$ cat config.mk
export PLATFORM = sky130hd
export DESIGN_NAME = acc_cpu
export DESIGN_NICKNAME = d
export VERILOG_FILES = /design/src/rtl/acc_cpu_pkg.sv /design/src/rtl/acc_cpu_agu.sv /design/src/rtl/acc_cpu_dp.sv /design/src/rtl/acc_cpu_ctrl.sv /design/src/rtl/acc_cpu.sv
export SDC_FILE = /design/constraint.sdc
export NUM_CORES = 1
export LEC_CHECK = 0
export BUFFER_PORTS_ARGS = -buffer_cell sky130_fd_sc_hd__clkbuf_2
export CORE_ASPECT_RATIO = 1.75
export CORE_MARGIN = 2
export CORE_UTILIZATION = 62
export DETAILED_ROUTE_END_ITERATION = 12
export PLACE_DENSITY = 0.81
export SYNTH_ARGS = -nofsm -noshare
export SYNTH_HDL_FRONTEND = slang
export SYNTH_HIERARCHICAL = 1
export SYNTH_SLANG_ARGS = --single-unit
$ cat constraint.sdc
create_clock -name clk -period 4.5 [get_ports clk]
set_input_delay 1.125 -clock clk [delete_from_list [all_inputs] [get_ports clk]]
set_output_delay 1.125 -clock clk [all_outputs]
set_load 0.03 [all_outputs]
$ cat src/rtl/acc_cpu_pkg.sv
package acc_cpu_pkg;

  typedef enum logic [2:0] {
    ST_FETCH_HI,
    ST_FETCH_LO,
    ST_DECODE,
    ST_PTR_READ,
    ST_DATA_READ,
    ST_EXECUTE,
    ST_HALT
  } cpu_state_e;

  localparam logic [3:0] OP_LDA = 4'b0001;
  localparam logic [3:0] OP_STA = 4'b0010;
  localparam logic [3:0] OP_ADD = 4'b0011;
  localparam logic [3:0] OP_SUB = 4'b0100;
  localparam logic [3:0] OP_LDX = 4'b0101;
  localparam logic [3:0] OP_INX = 4'b0110;
  localparam logic [3:0] OP_CMX = 4'b0111;
  localparam logic [3:0] OP_BNE = 4'b1000;
  localparam logic [3:0] OP_HLT = 4'b1111;

  localparam logic [1:0] MODE_IMM = 2'b00;
  localparam logic [1:0] MODE_DIR = 2'b01;
  localparam logic [1:0] MODE_IND = 2'b10;
  localparam logic [1:0] MODE_IDX = 2'b11;

  // Opcodes whose operand is resolved through the addressing mode
  function automatic logic takes_operand(input logic [3:0] op);
    return (op == OP_LDA) || (op == OP_ADD) || (op == OP_SUB) ||
           (op == OP_LDX) || (op == OP_CMX);
  endfunction

endpackage

$ cat src/rtl/acc_cpu_agu.sv
module acc_cpu_agu
  import acc_cpu_pkg::*;
#(
  parameter int W = 8
) (
  input  logic [W-1:0] field_i,
  input  logic [1:0]   mode_i,
  input  logic [W-1:0] ix_i,
  output logic [W-1:0] ea_o
);
  // Indexed mode offsets the base by the index register; others use it as is
  always_comb begin
    if (mode_i == MODE_IDX) ea_o = field_i + ix_i;
    else                    ea_o = field_i;
  end
endmodule

$ cat src/rtl/acc_cpu_dp.sv
module acc_cpu_dp
  import acc_cpu_pkg::*;
#(
  parameter int W = 8
) (
  input  logic         clk,
  input  logic         rst_n,
  input  logic         exec_i,
  input  logic [3:0]   opcode_i,
  input  logic [W-1:0] opnd_i,
  output logic [W-1:0] acc_o,
  output logic [W-1:0] ix_o,
  output logic         eq_o
);
  logic [W-1:0] acc_q, ix_q;
  logic         eq_q;

  always_ff @(posedge clk) begin
    if (!rst_n) begin
      acc_q <= '0;
      ix_q  <= '0;
      eq_q  <= 1'b0;
    end else if (exec_i) begin
      case (opcode_i)
        OP_LDA:  acc_q <= opnd_i;
        OP_ADD:  acc_q <= acc_q + opnd_i;
        OP_SUB:  acc_q <= acc_q - opnd_i;
        OP_LDX:  ix_q  <= opnd_i;
        OP_INX:  ix_q  <= ix_q + W'(1);
        OP_CMX:  eq_q  <= (ix_q == opnd_i);
        default: ;
      endcase
    end
  end

  assign acc_o = acc_q;
  assign ix_o  = ix_q;
  assign eq_o  = eq_q;
endmodule

$ cat src/rtl/acc_cpu_ctrl.sv
module acc_cpu_ctrl
  import acc_cpu_pkg::*;
#(
  parameter int W = 8
) (
  input  logic         clk,
  input  logic         rst_n,
  input  logic [W-1:0] mem_rdata,
  input  logic [W-1:0] ea_i,
  input  logic [W-1:0] acc_i,
  input  logic         eq_i,
  output logic [1:0]   mode_o,
  output logic [3:0]   opcode_o,
  output logic [W-1:0] opnd_o,
  output cpu_state_e   state_o,
  output logic [W-1:0] mem_addr,
  output logic [W-1:0] mem_wdata,
  output logic         mem_we
);
  localparam int OPC_LSB  = W - 4;
  localparam int MODE_LSB = W - 6;
  localparam logic [W-1:0] STEP = W'(2);

  cpu_state_e   state_q, state_d;
  logic [W-1:0] pc_q, pc_d;
  logic [W-1:0] ir_q, ir_d;
  logic [W-1:0] opnd_q, opnd_d;
  logic [W-1:0] ea_q, ea_d;

  logic [3:0] opc;
  logic [1:0] mode;
  assign opc  = ir_q[OPC_LSB +: 4];
  assign mode = ir_q[MODE_LSB +: 2];

  always_comb begin
    state_d   = state_q;
    pc_d      = pc_q;
    ir_d      = ir_q;
    opnd_d    = opnd_q;
    ea_d      = ea_q;
    mem_addr  = pc_q;
    mem_wdata = acc_i;
    mem_we    = 1'b0;
    unique case (state_q)
      ST_FETCH_HI: state_d = ST_FETCH_LO;
      ST_FETCH_LO: begin
        mem_addr = pc_q + W'(1);
        ir_d     = mem_rdata;
        state_d  = ST_DECODE;
      end
      ST_DECODE: begin
        if (opc == OP_HLT) begin
          state_d = ST_HALT;
        end else begin
          pc_d    = pc_q + STEP;
          opnd_d  = mem_rdata;
          ea_d    = ea_i;
          state_d = ST_EXECUTE;
          if (opc == OP_STA) begin
            if (mode == MODE_IND) begin
              mem_addr = mem_rdata;
              state_d  = ST_PTR_READ;
            end
          end else if (takes_operand(opc)) begin
            if (mode == MODE_IND) begin
              mem_addr = mem_rdata;
              state_d  = ST_PTR_READ;
            end else if (mode != MODE_IMM) begin
              mem_addr = ea_i;
              state_d  = ST_DATA_READ;
            end
          end
        end
      end
      ST_PTR_READ: begin
        ea_d = mem_rdata;
        if (opc == OP_STA) begin
          state_d = ST_EXECUTE;
        end else begin
          mem_addr = mem_rdata;
          state_d  = ST_DATA_READ;
        end
      end
      ST_DATA_READ: begin
        opnd_d  = mem_rdata;
        state_d = ST_EXECUTE;
      end
      ST_EXECUTE: begin
        if (opc == OP_STA && mode != MODE_IMM) begin
          mem_addr = ea_q;
          mem_we   = 1'b1;
        end
        if (opc == OP_BNE && !eq_i) pc_d = opnd_q;
        state_d = ST_FETCH_HI;
      end
      ST_HALT: state_d = ST_HALT;
      default: state_d = ST_FETCH_HI;
    endcase
  end

  always_ff @(posedge clk) begin
    if (!rst_n) begin
      state_q <= ST_FETCH_HI;
      pc_q    <= '0;
      ir_q    <= '0;
      opnd_q  <= '0;
      ea_q    <= '0;
    end else begin
      state_q <= state_d;
      pc_q    <= pc_d;
      ir_q    <= ir_d;
      opnd_q  <= opnd_d;
      ea_q    <= ea_d;
    end
  end

  assign mode_o   = mode;
  assign opcode_o = opc;
  assign opnd_o   = opnd_q;
  assign state_o  = state_q;
endmodule

$ cat src/rtl/acc_cpu.sv
module acc_cpu
  import acc_cpu_pkg::*;
#(
  parameter int W = 8
) (
  input  logic         clk,
  input  logic         rst_n,
  output logic [W-1:0] mem_addr,
  output logic [W-1:0] mem_wdata,
  output logic         mem_we,
  input  logic [W-1:0] mem_rdata,
  output logic         halted
);
  cpu_state_e   state_q;
  logic [1:0]   mode;
  logic [3:0]   opcode;
  logic [W-1:0] opnd, ea, acc, ix;
  logic         eq;

  acc_cpu_ctrl #(.W(W)) ctrl_i (
    .clk(clk), .rst_n(rst_n), .mem_rdata(mem_rdata), .ea_i(ea),
    .acc_i(acc), .eq_i(eq), .mode_o(mode), .opcode_o(opcode),
    .opnd_o(opnd), .state_o(state_q), .mem_addr(mem_addr),
    .mem_wdata(mem_wdata), .mem_we(mem_we)
  );

  acc_cpu_agu #(.W(W)) agu_i (
    .field_i(mem_rdata), .mode_i(mode), .ix_i(ix), .ea_o(ea)
  );

  acc_cpu_dp #(.W(W)) dp_i (
    .clk(clk), .rst_n(rst_n), .exec_i(state_q == ST_EXECUTE),
    .opcode_i(opcode), .opnd_i(opnd), .acc_o(acc), .ix_o(ix), .eq_o(eq)
  );

  assign halted = (state_q == ST_HALT);
endmodule

# Word level (Yosys, flattened, before mapping)
# Cells that the tools add are included.
[op_classes] addsub=6 n_eq_ne=20 n_mux=29 reduce_logical=20
[op_table] op="$mux 8" count=13
[op_table] op="$pmux 8 s2" count=4
[op_table] op="$pmux 8 s4" count=1
[op_table] op="$pmux 8 s3" count=1
[op_table] op="$pmux 3 s6" count=1
[op_table] op="$add 8x1->8 const B" count=2
[op_table] op="$add 8x8->8" count=2
[op_table] op="$eq 4x3->1 const B" count=4
[op_table] op="$mux 3" count=5
[op_table] op="$reduce_and 2->1" count=5
[op_table] op="$reduce_bool 2->1" count=5
[op_table] op="$eq 3x3->1 const B" count=3
[op_table] op="$add 8x2->8 const B" count=1
[op_table] op="$eq 4x2->1 const B" count=2
[op_table] op="$eq 4x4->1 const B" count=2
[op_table] op="$eq 8x8->1" count=1
[op_table] op="$sub 8x8->8" count=1
[op_table] op="$eq 3x2->1 const B" count=2
[op_table] op="$eq 2x2->1 const B" count=2
[op_table] op="$eq 4x1->1 const B" count=1
[op_table] op="$logic_or 1x1->1" count=4
[op_table] op="$mux 1" count=4
[op_table] op="$ne 2x2->1 const B" count=2
[op_table] op="$eq 3x1->1 const B" count=1
[op_table] op="5 further kinds" count=6
[totals] reg_bits=52 in_bits=10 output_inout_bits=18 wordCells=83

# Depth between registers and ports, before layout
# Gate-level depths: netlist (run 1).
[depth] word_depth=9 depth_mapped=12 ltp_nobuf=12

# By module
# The synthesis (run 1) kept the hierarchy.
[modules_own_cells] module="acc_cpu_ctrl" n_inst=1 cells_per_inst=353 area_per_inst_um2=2593.7 seq_area_each_um2=660.6
[modules_own_cells] module="acc_cpu_dp" n_inst=1 cells_per_inst=190 area_per_inst_um2=1500.2 seq_area_each_um2=340.3
[modules_own_cells] module="acc_cpu_agu" n_inst=1 cells_per_inst=59 area_per_inst_um2=430.4 seq_area_each_um2=0.0
[modules_own_cells] module="acc_cpu" n_inst=1 cells_per_inst=2 area_per_inst_um2=17.5 seq_area_each_um2=0.0

# Least setup slack after synthesis (run 1)
# No wires, ideal clock.
[synth_path] path_kind="input-to-output" from="in mem_rdata[0]" to="out mem_addr[6]" t_arrival_ns=3.568 required_time_ns=3.375 setup_slack_ns=-0.193 path_stages=12 n_path_buf=0 cell_sequence="ha_1 > inv_1 > fa_1 > nor2b_4 > o31a_1 > o21a_1 > o21a_1 > o31ai_1 > a211o_1 > a21boi_0 > o32a_1 > o211ai_1"
[synth_between] elab_chain_len=8
[synth_rtl] element="start, declared" line="acc_cpu.sv:11" rtl="input logic [W-1:0] mem_rdata,"
[synth_rtl] element="$add 8x8->8" line="acc_cpu_agu.sv:13" rtl="if (mode_i == MODE_IDX) ea_o = field_i + ix_i;"
[synth_rtl] element="$mux 8" line="acc_cpu_agu.sv:13"
[synth_rtl] element="net ea[6]" line="acc_cpu.sv:17" rtl="logic [W-1:0] opnd, ea, acc, ix;"
[synth_rtl] element="$mux 8" line="acc_cpu_ctrl.sv:68" rtl="end else if (mode != MODE_IMM) begin"
[synth_rtl] element="$mux 8" line="acc_cpu_ctrl.sv:65" rtl="if (mode == MODE_IND) begin"
[synth_rtl] element="$mux 8" line="acc_cpu_ctrl.sv:64" rtl="end else if (takes_operand(opc)) begin"
[synth_rtl] element="$mux 8" line="acc_cpu_ctrl.sv:59" rtl="if (opc == OP_STA) begin"
[synth_rtl] element="$mux 8" line="acc_cpu_ctrl.sv:52" rtl="if (opc == OP_HLT) begin"
[synth_rtl] element="$pmux 8 s4" line="acc_cpu_ctrl.sv:44" rtl="unique case (state_q)"
[synth_rtl] element="end, declared" line="acc_cpu.sv:8" rtl="output logic [W-1:0] mem_addr,"
# The timed path passes the listed nets, and every way through them passes these cells.

# Worst setup path after layout (run 1)
[layout_path] from="in mem_rdata[1]" to="out mem_addr[7]"
# Same word-level chain as after synthesis.

==> metrics.md, run 1 <==
| Metric | Value |
|---|---|
| Status | `complete, but fails checks` |
| Failing checks | `negative setup slack` |
| Total Neg Setup Slack | `-360 ps` |
| Hold WC Path Type | `flip-flop to flip-flop` |
| Worst skew pair latency | `300 ps` |
| Post-layout min period | `~4700 ps` |
| Final period util | `105%` |
| Kind of cell adding the most delay to the critical path | `compound AO/OA/AOI/OAI gates` |
| # IOs | `28` |
| Post-layout util | `between 70% and 80%` |
| Fin. max-slew vios | `0` |
| Placer Congestion | `1.02` |
| CTS sink cnt | `50` |
| Critical Path End Type | `primary output` |
| HP Start | `dp_i/acc_o[0]` |
| CTS max path bufs | `2` |
| Reg2reg setup slack | `1290 ps` |
| Total count of hold-check failures in the final report | `0` |
| Final setup fails | `2` |
| Initial core utilization | `63.2%` |
| Crit path kind | `primary input to primary output` |
| Worst setup startpoint | `mem_rdata[1]` |
| Clk pin slew, worst setup/hold paths | `around 70 ps` |
| Crit-path cells | `buf_6, ha_4, a211oi_4, nor2_2, buf_4, a221oi_2, xnor2_1, o2bb2ai_2, nand2b_4, a211oi_2, o221ai_2, a211oi_2, o2111ai_1, buf_4` |
| Mapped Cells | `just over 600` |
| Pre-CTS setup slack | `-287 ps` |
| CP max stage delay | `260 ps` |
| Via/cell ratio | `6.96` |
| Fillers | `around 620` |
| Post-synth EDFFs | `0` |
| Die X | `68.7 µm` |
| Crit path DAT | `3590 ps` |
| Total grt overflow | `0` |
| Crit Path Max Fanout | `2` |
| CP required | `about 3400 ps` |
| Final net count | `~670` |
| Post-synth top flop | `dfxtp_1` |
| Worst-Margin Slew | `984 ps` |
| RSZ-0062 raised after global routing | `yes` |
| Leading cell type in the layout, fill and taps excluded | `nand2_1` |
| Antenna violations before repair | `0` |
| Area grow syn2layout | `14.6%` |
| RR Startpoint | `ctrl_i/ir_q[6]` |
| DR pass1 iterations | `6` |
| Unique masters post-synth | `just over 80` |
| Overall Global Routing Usage | `between 30% and 40%` |
| Starting DRT DRC Count | `between 400 and 500` |
| R2R cell count | `9` |
| Terminus of the critical flop-to-flop path | `dp_i/acc_o[5]` |
| TritonCTS clock tree | `done` |
| Slew margin rel. | `around 34%` |
| DRC viols | `0` |
| Post-Syn Area | `around 4500 µm²` |
| Flops & latches, synth | `50` |
| Static Leakage | `between 1.5 and 2 nW` |
| Fin Clk Skew | `around 4.6 ps` |
| # rows | `41` |
| Crit-path slowest cell | `a211oi_4` |
| Final WS setup | `-217 ps` |
| Seq/Total Area, Yosys | `about 22%` |
| Ys Warns | `6` |
| First-pass GRT wire length | `~23000 µm` |
| DIE AREA | `between 8000 and 9000 µm²` |
| Avg Inst Size Synth | `7.52 µm²` |
| WHS Endpoint | `dp_i/acc_o[0]` |
| Routed len/inst | `~21 µm` |
| Pwr dens | `approximately 270 nW/µm²` |
| Total Routed Length | `around 15000 µm` |
| Post-synthesis async set-or-reset flop share | `0%` |
| Hold Buf Count CTS | `0` |
| Min Hold Slack | `476 ps` |
| Crit path launch type | `primary input` |
| Worst vdd ir | `roughly 0.25 mV` |
| H-tree depth | `2` |
| Max cap viols | `0` |
| Highest-count cells in the layout ignoring fill and taps | `nand2_1, nor2_1, a21oi_1` |
| Root buf cell | `clkbuf_16` |
| Cts bufs inserted | `5` |
| Die H | `around 120 µm` |
| ANT nets after route | `0` |
| Layout cell share with drive strength beyond 1 | `18.8%` |
| Port Buffers | `27` |
| Largest net degree at the start of global routing | `25` |
| Syn nets | `around 630` |
| Routed vias | `a little over 5000` |
| FMAX | `0.212 GHz` |
| Hold depth | `2` |
| Number of global-route vias before repair | `around 4600` |
| Core area | `roughly 7200 µm²` |
| Hpwl dp | `around 11000 µm` |
| N_diodes | `0` |
| Worst path bufs/invs | `3` |
[registers in the layout, indices dropped and copies added (netlist names)]
| name | flops |
|---|---|
| ctrl_i/ea_q | 8 |
| ctrl_i/opnd_o | 8 |
| dp_i/acc_o | 8 |
| ctrl_i/pc_q | 8 |
| ctrl_i/ir_q | 6 |
| dp_i/eq_o | 1 |
| ctrl_i/state_o | 3 |
| dp_i/ix_o | 8 |
[worst max-delay path by stage]
stage          cells after the start  slack [ps]           to
2_1_floorplan                     12         -80  mem_addr[6]
3_3_place_gp                      13        -170  mem_addr[3]
3_5_place_dp                      13        -290  mem_addr[7]
4_1_cts                           14        -160  mem_addr[7]
5_1_grt                           14        -340  mem_addr[7]
6_report                          14        -220  mem_addr[7]
[cells by family after synthesis]
group / after synthesis / synth area share [%]
and+or+nand+nor: 209 / 24.3
xor gates and xnor gates: 27 / 5.21
AOI/OAI and AO/OA: 216 / 32.7
adders and majority gates: 20 / 5.84
buffers and inverters: 69 / 7.02
muxes: 13 / 2.89
DFF: 50 / 22.0
[power breakdown]
part | switching, W | total (W) | internal [W]
clock network | 0.000180 | 0.000401 | 0.000221
registers | 0.0000442 | 0.000508 | 0.000464
logic | 0.000305 | 0.000513 | 0.000208
[routing by layer]
| metal | vias to the layer above | wire [µm] | GRT usage, % |
|---|---|---|---|
| li1 | 2287 | - | - |
| met1 | 2320 | 5350 | 42.6 |
| met2 | 321 | 7700 | 68.0 |
| met3 | 104 | 1110 | 4.21 |
| met4 | 0 | 1170 | 26.5 |
| met5 | - | 0 | 0 |
[what timing repair did]
| item | 4_1_cts | 5_1_grt |
|---|---|---|
| buffers inserted | 2 | 4 |
| pin swaps | 10 | 16 |
| resized for setup | 17 | 19 |
| setup endpoints to repair | 3 | 5 |
[stage by stage]
step	power, W	instance area, µm²	cells
after floorplan	0.000860	4550	604
after global placement	0.000984	4850	710
after detailed placement	0.000997	4850	710
after CTS	0.00140	5110	720
after global routing	0.00147	5210	723
final	0.00142	5210	723
[worst register-to-register path: stages (launching register included)]
cell and delay [ps]:
dfxtp_1 620, buf_4 250, nor4b_2 560, mux2i_1 400
ha_1 290, nor2b_1 140, o31a_1 280, o21a_1 210
o21a_1 180, o32ai_2 210
[synth_stat cells (4+ instances only)]
library cell  number  area, µm²
and3_1             6       37.5
nor2b_1           13       81.3
inv_1             23       86.3
nand3b_1           4       30.0
and3b_1            4       35.0
and2_1             4       25.0
a21o_1             4       30.0
o221ai_1           5       43.8
a31oi_1            5       31.3
o21bai_1           4       30.0
nand3_1           13       65.1
o2bb2ai_1          4       35.0
nor2_1            55        206
o21ai_0           42        210
nand2b_1           6       37.5
dfxtp_1           50       1000
o21a_1             9       67.6
mux2i_1           12        120
a21oi_1           52        260
ha_1              18        225
a21boi_0           6       45.0
a221oi_1           6       52.6
buf_4              8       60.1
nor3_1             9       45.0
xnor2_1           21        184
nand4_1            6       37.5
a311oi_1           7       61.3
o211ai_1           8       60.1
a211oi_1           8       60.1
buf_2              5       25.0
xor2_1             6       52.6
o22ai_1            7       43.8
nand2_1           65        244
a22oi_1            8       60.1
o2111ai_1          5       43.8
clkbuf_1          27        101
[final cells by class]
class	instances	area, µm²	share of cell area (%)
inverters	23	86.3	1.66
clock inverters	2	12.5	0.240
multi-input cells	485	3370	64.7
repair buffers	71	493	9.47
flip-flops and latches	50	1000	19.2
clock buffers	6	139	2.67
well taps	86	108	2.07
Power figures use the tool's default switching activity.
==> run 2: changes to the inputs <==
--- a/config.mk
+++ b/config.mk
@@ -11,6 +11,7 @@
 export CORE_UTILIZATION = 62
 export DETAILED_ROUTE_END_ITERATION = 12
 export PLACE_DENSITY = 0.81
+export SKIP_LAST_GASP = 1
 export SYNTH_ARGS = -nofsm -noshare
 export SYNTH_HDL_FRONTEND = slang
 export SYNTH_HIERARCHICAL = 1
==> run 2 against run 1 <==
  * The run still ends with negative setup slack left
  * Worst hold slack unchanged
  * Cell area stayed put
  * Clock power about the same
  * First-iteration DRC count is the same
  * Worst setup slack unchanged
  * Cell count is the same
  * Clock-buffer cell count did not move
  * Sequential power about the same
  * Combinational power about the same
  * Global-route usage unchanged
  * Total power unchanged
  * Critical endpoint unchanged
  * Largest power group unchanged
==> metrics.md, run 2 (synthesis gave the netlist of run 1 again) <==
| Metric | Value |
|---|---|
| TritonCTS clock tree | `done` |
| Total count of hold-check failures in the final report | `0 (unchanged)` |
| DRC viols | `0 (unchanged)` |
| Cts bufs inserted | `5 (unchanged)` |
| Clk pwr share | `28.2% (about the same)` |
| Status | `complete, but fails checks` |
| Total Routed Length | `15300 µm (unchanged)` |
| Final WS setup | `-217 ps (unchanged)` |
| Die H | `117 µm (unchanged)` |
| Net Sw Power | `0.000529 W (unchanged)` |
| Final setup fails | `2 (unchanged)` |
| R2R cell count | `9 (unchanged)` |
| Logic gate share of total power | `36.1% (about the same)` |
| Antenna violations before repair | `0 (unchanged)` |
| Area grow syn2layout | `14.6% (unchanged)` |
| Final period util | `105% (unchanged)` |
| Starting DRT DRC Count | `469 (unchanged)` |
| Routed len/inst | `21.2 µm (unchanged)` |
| Failing checks | `negative setup slack` |
| Total Neg Setup Slack | `-360 ps (unchanged)` |
| Core area | `7180 µm² (unchanged)` |
| Worst vdd ir | `0.247 mV (unchanged)` |
| Reg2reg setup slack | `1290 ps (about the same)` |
| Seq pwr share | `35.7% (about the same)` |
| CP required | `3380 ps (about the same)` |
| Terminus of the critical flop-to-flop path | `dp_i/acc_o[5]` |
| Number of global-route vias before repair | `4589 (unchanged)` |
| Pwr dens | `273 nW/µm² (unchanged)` |
| DR pass1 iterations | `6 (unchanged)` |
| Placer Congestion | `1.02 (unchanged)` |
| Clk pin slew, worst setup/hold paths | `70 ps (about the same)` |
| Total grt overflow | `0 (unchanged)` |
| WHS Endpoint | `dp_i/acc_o[0]` |
| Hold WC Path Type | `flip-flop to flip-flop` |
| RSZ-0062 raised after global routing | `yes` |
| Hold depth | `2 (unchanged)` |
| N_diodes | `0 (unchanged)` |
| Hpwl dp | `11200 µm (unchanged)` |
| Fin. max-slew vios | `0 (unchanged)` |
| ANT nets after route | `0 (unchanged)` |
| # rows | `41 (unchanged)` |
| Power after layout | `0.00142 W (unchanged)` |
| Worst-Margin Slew | `984 ps (unchanged)` |
| First-pass GRT wire length | `23300 µm (unchanged)` |
| CTS max path bufs | `2 (unchanged)` |
| Routed vias | `5032 (unchanged)` |
| RR Startpoint | `ctrl_i/ir_q[6]` |
| CTS sink cnt | `50 (unchanged)` |
| Root buf cell | `clkbuf_16` |
| H-tree depth | `2 (unchanged)` |
| Sw frac | `37.2% (unchanged)` |
| Initial core utilization | `63.2% (unchanged)` |
| Layout cell share with drive strength beyond 1 | `18.8% (unchanged)` |
| Leading cell type in the layout, fill and taps excluded | `nand2_1` |
| Port Buffers | `27 (unchanged)` |
| Crit path DAT | `3590 ps (about the same)` |
| HP Start | `dp_i/acc_o[0]` |
| Largest net degree at the start of global routing | `25 (unchanged)` |
| Crit Path Max Fanout | `2 (unchanged)` |
| FMAX | `0.212 GHz (unchanged)` |
| Overall Global Routing Usage | `39.0% (unchanged)` |
| Worst skew pair latency | `300 ps (about the same)` |
| Static Leakage | `1.92 nW (unchanged)` |
| Highest-count cells in the layout ignoring fill and taps | `nand2_1, nor2_1, a21oi_1` |
| # IOs | `28 (unchanged)` |
| Fin Clk Skew | `4.57 ps (unchanged)` |
| Post-layout min period | `4720 ps (unchanged)` |
| DIE AREA | `8050 µm² (unchanged)` |
| Max cap viols | `0 (unchanged)` |
| Min Hold Slack | `476 ps (unchanged)` |
| Die X | `68.7 µm (unchanged)` |
| Crit path launch type | `primary input` |
| Slew margin rel. | `34.1% (unchanged)` |
| Via/cell ratio | `6.96 (unchanged)` |
| Crit path kind | `primary input to primary output` |
| Internal power | `0.000892 W (unchanged)` |
| Final net count | `666 (unchanged)` |
| Critical Path End Type | `primary output` |
run 2: layer usage:
metal | global-route usage, % | part of all wire (%) | up-vias
met5 | 0 | 0 | -
met4 | 26.5 | 7.7 | 0
met3 | 4.21 | 7.3 | 104
met2 | 68.0 | 50 | 321
met1 | 42.6 | 35 | 2320
li1 | - | - | 2287
run 2: worst max-delay path, cell delays in order:
cell and delay (ps):
buf_6 100, ha_4 220, a211oi_4 260, nor2_2 80, buf_4 140, a221oi_2 230
xnor2_1 150, o2bb2ai_2 170, nand2b_4 160, a211oi_2 220, o221ai_2 130, a211oi_2 250
o2111ai_1 150, buf_4 200
run 2: metrics by stage:
step           instances  setup WS, ps  utilization [%]  instance area (µm²)
2_1_floorplan        604         -79.9                -                 4550
3_3_place_gp         710          -173             67.6                 4850
3_5_place_dp         710          -287             67.6                 4850
4_1_cts              720          -157             71.2                 5110
5_1_grt              723          -344             72.5                 5210
6_report             723          -217             72.5                 5210
run 2: timing repair:
item | CTS | global route
endpoints found under the hold margin | 0 | 0
gates resized for setup | 17 | 19
pin swaps | 10 | 16
setup buffers | 2 | 4
setup endpoints to repair | 3 | 5
hold buffers | 0 | 0
run 2: final cells by class:
cell class | instances | area, µm²
Clock buffer | 6 | 139
Clock inverter | 2 | 12.5
Fill cell | 622 | 1980
Inverter | 23 | 86.3
Multi-Input combinational cell | 485 | 3370
Sequential cell | 50 | 1000
Tap cell | 86 | 108
Timing Repair Buffer | 71 | 493
run 2: power by group through the flow:
stage          Combinational (W)  Sequential, W  Clock (W)
3_5_place_dp            0.000483       0.000515          0
4_1_cts                 0.000492       0.000505   0.000403
3_3_place_gp            0.000471       0.000514          0
6_report                0.000513       0.000508   0.000401
2_1_floorplan           0.000369       0.000491          0
5_1_grt                 0.000551       0.000510   0.000414
run 2: worst max path at each step:
stage | startpoint | end | slack, ps | cells past startpoint
3_5_place_dp | mem_rdata[1] | mem_addr[7] | -290 | 13
4_1_cts | mem_rdata[1] | mem_addr[7] | -160 | 14
3_3_place_gp | mem_rdata[1] | mem_addr[3] | -170 | 13
2_1_floorplan | mem_rdata[0] | mem_addr[6] | -80 | 12
5_1_grt | mem_rdata[1] | mem_addr[7] | -340 | 14
6_report | mem_rdata[1] | mem_addr[7] | -220 | 14
==> run 3: changes to the inputs <==
--- a/config.mk
+++ b/config.mk
@@ -11,6 +11,7 @@
 export CORE_UTILIZATION = 62
 export DETAILED_ROUTE_END_ITERATION = 12
 export PLACE_DENSITY = 0.81
+export SKIP_CTS_REPAIR_TIMING = 1
 export SKIP_LAST_GASP = 1
 export SYNTH_ARGS = -nofsm -noshare
 export SYNTH_HDL_FRONTEND = slang
==> run 3 against run 2 <==
  * The flow still finishes with violations (negative setup slack)
  * Sequential power hardly changed
  * Register-to-register slack hardly changed
  * Cell count is 0.14% lower
  * Combinational power is 2% lower
  * Critical path type unchanged
  * Highest routed layer unchanged
==> metrics.md, run 3 (synthesis gave the netlist of run 1 again) <==
| Metric | Value |
|---|---|
| Status | `complete, but fails checks` |
| Failing checks | `negative setup slack` |
| Final net count | `665 (-0.15%)` |
| CTS max path bufs | `2 (unchanged)` |
| Largest net degree at the start of global routing | `25 (unchanged)` |
| N_diodes | `0 (unchanged)` |
| H-tree depth | `2 (unchanged)` |
| Pwr dens | `275 nW/µm² (+0.80%)` |
| Crit path kind | `primary input to primary output` |
| CTS sink cnt | `50 (unchanged)` |
| CP required | `3380 ps (about the same)` |
| ANT nets after route | `0 (unchanged)` |
| DRC viols | `0 (unchanged)` |
| Worst skew pair latency | `300 ps (about the same)` |
| Final setup fails | `2 (unchanged)` |
| Routed vias | `5024 (-0.16%)` |
| Clk pin slew, worst setup/hold paths | `70 ps (about the same)` |
| # rows | `41 (unchanged)` |
| Slew margin rel. | `30.3% (-3.8 points)` |
| Worst vdd ir | `0.243 mV (-1.5%)` |
| Crit path DAT | `3580 ps (about the same)` |
| Die H | `117 µm (unchanged)` |
| DIE AREA | `8050 µm² (unchanged)` |
| Core area | `7180 µm² (unchanged)` |
| Via/cell ratio | `6.96 (about the same)` |
| Hpwl dp | `11200 µm (unchanged)` |
| Initial core utilization | `63.2% (unchanged)` |
| Worst-Margin Slew | `1040 ps (+57.0 ps)` |
| Crit path launch type | `primary input` |
| Final period util | `105% (-0.21 points)` |
| First-pass GRT wire length | `22800 µm (-2.0%)` |
| Number of global-route vias before repair | `4545 (-0.96%)` |
| Starting DRT DRC Count | `468 (-0.21%)` |
| DR pass1 iterations | `6 (unchanged)` |
| Fin area | `5140 µm² (-1.3%)` |
| Final WS setup | `-208 ps (+9.48 ps)` |
| # IOs | `28 (unchanged)` |
| Fillers | `640 (+2.9%)` |
| Critical Path End Type | `primary output` |
| Total count of hold-check failures in the final report | `0 (unchanged)` |
| Port Buffers | `27 (unchanged)` |
| Total Routed Length | `15000 µm (-2.2%)` |
| Die X | `68.7 µm (unchanged)` |
| Layout cell share with drive strength beyond 1 | `17.6% (-1.2 points)` |
| Fin. max-slew vios | `0 (unchanged)` |
| Post-layout min period | `4710 ps (-9.48 ps)` |
| Static Leakage | `1.90 nW (-1.0%)` |
| Overall Global Routing Usage | `38.1% (-0.83 points)` |
| Area grow syn2layout | `13.2%` |
| Placer Congestion | `1.02 (unchanged)` |
| Post-DP Area | `4850 µm² (unchanged)` |
| Highest-count cells in the layout ignoring fill and taps | `nand2_1, nor2_1, a21oi_1` |
| Root buf cell | `clkbuf_16` |
| Total grt overflow | `0 (unchanged)` |
| RSZ-0062 raised after global routing | `yes` |
| FMAX | `0.212 GHz (+0.20%)` |
| Pre-CTS setup slack | `-287 ps (unchanged)` |
| Antenna violations before repair | `0 (unchanged)` |
| Crit Path Max Fanout | `2 (unchanged)` |
| TritonCTS clock tree | `done` |
| Leading cell type in the layout, fill and taps excluded | `nand2_1` |
| Reg2reg setup slack | `1300 ps (about the same)` |
| Cts bufs inserted | `5 (unchanged)` |
| Routed len/inst | `20.8 µm (-2.0%)` |
| Max cap viols | `0 (unchanged)` |
| Fin Clk Skew | `5.92 ps (+1.35 ps)` |
| Hold WC Path Type | `flip-flop to flip-flop` |
[run 3: stage by stage]
stage	util [%]	instances	hold WS (ps)	TNS (ps)	power [W]
floorplan	-	604	445	-79.9	0.000860
global placement	67.6	710	459	-498	0.000984
detailed placement	67.6	710	467	-723	0.000997
CTS	69.7	718	475	-760	0.00139
global route	71.6	722	504	-604	0.00147
finish	71.6	722	476	-337	0.00141
[run 3: path summary, 6_finish.rpt]
check	from	endpoint	depth (start not counted)
setup / recovery	mem_rdata[0]	mem_addr[6]	14
hold / removal	dp_i/acc_o[0]	dp_i/acc_o[0]	2
setup reg to reg	ctrl_i/ir_q[6]	dp_i/acc_o[5]	9
hold reg to reg	dp_i/acc_o[0]	dp_i/acc_o[0]	2
[run 3: report_power, final]
| part | total [W] | internal [W] | switching [W] |
|---|---|---|---|
| clock | 0.000401 | 0.000221 | 0.000180 |
| combinational | 0.000505 | 0.000205 | 0.000301 |
| sequential | 0.000508 | 0.000464 | 0.0000441 |
| total | 0.00141 | 0.000889 | 0.000525 |
[run 3: final cells by class]
type	count	area [µm²]	area share [%]
clock buffer	6	139	2.70
clock inverter	2	12.5	0.243
inverter	23	86.3	1.68
multi-input combinational	485	3310	64.5
sequential	50	1000	19.5
tap	86	108	2.09
timing repair buffer	70	479	9.32
[run 3: critical path, stage by stage]
cell,delay (ps)
buf_8,100
ha_4,150
inv_2,50
fa_2,230
nor2b_4,50
o31a_1,300
o21a_1,210
o21a_1,210
o31ai_4,260
a211o_1,160
a21boi_2,50
o32a_1,320
o211ai_1,170
buf_4,190
[run 3: metal layers]
metal | wire, µm | vias up | global-route usage [%]
met3 | 1080 | 89 | 4.88
met5 | 0 | - | 0
met1 | 5280 | 2323 | 41.7
met2 | 7620 | 327 | 65.8
li1 | - | 2285 | -
met4 | 1030 | 0 | 26.4
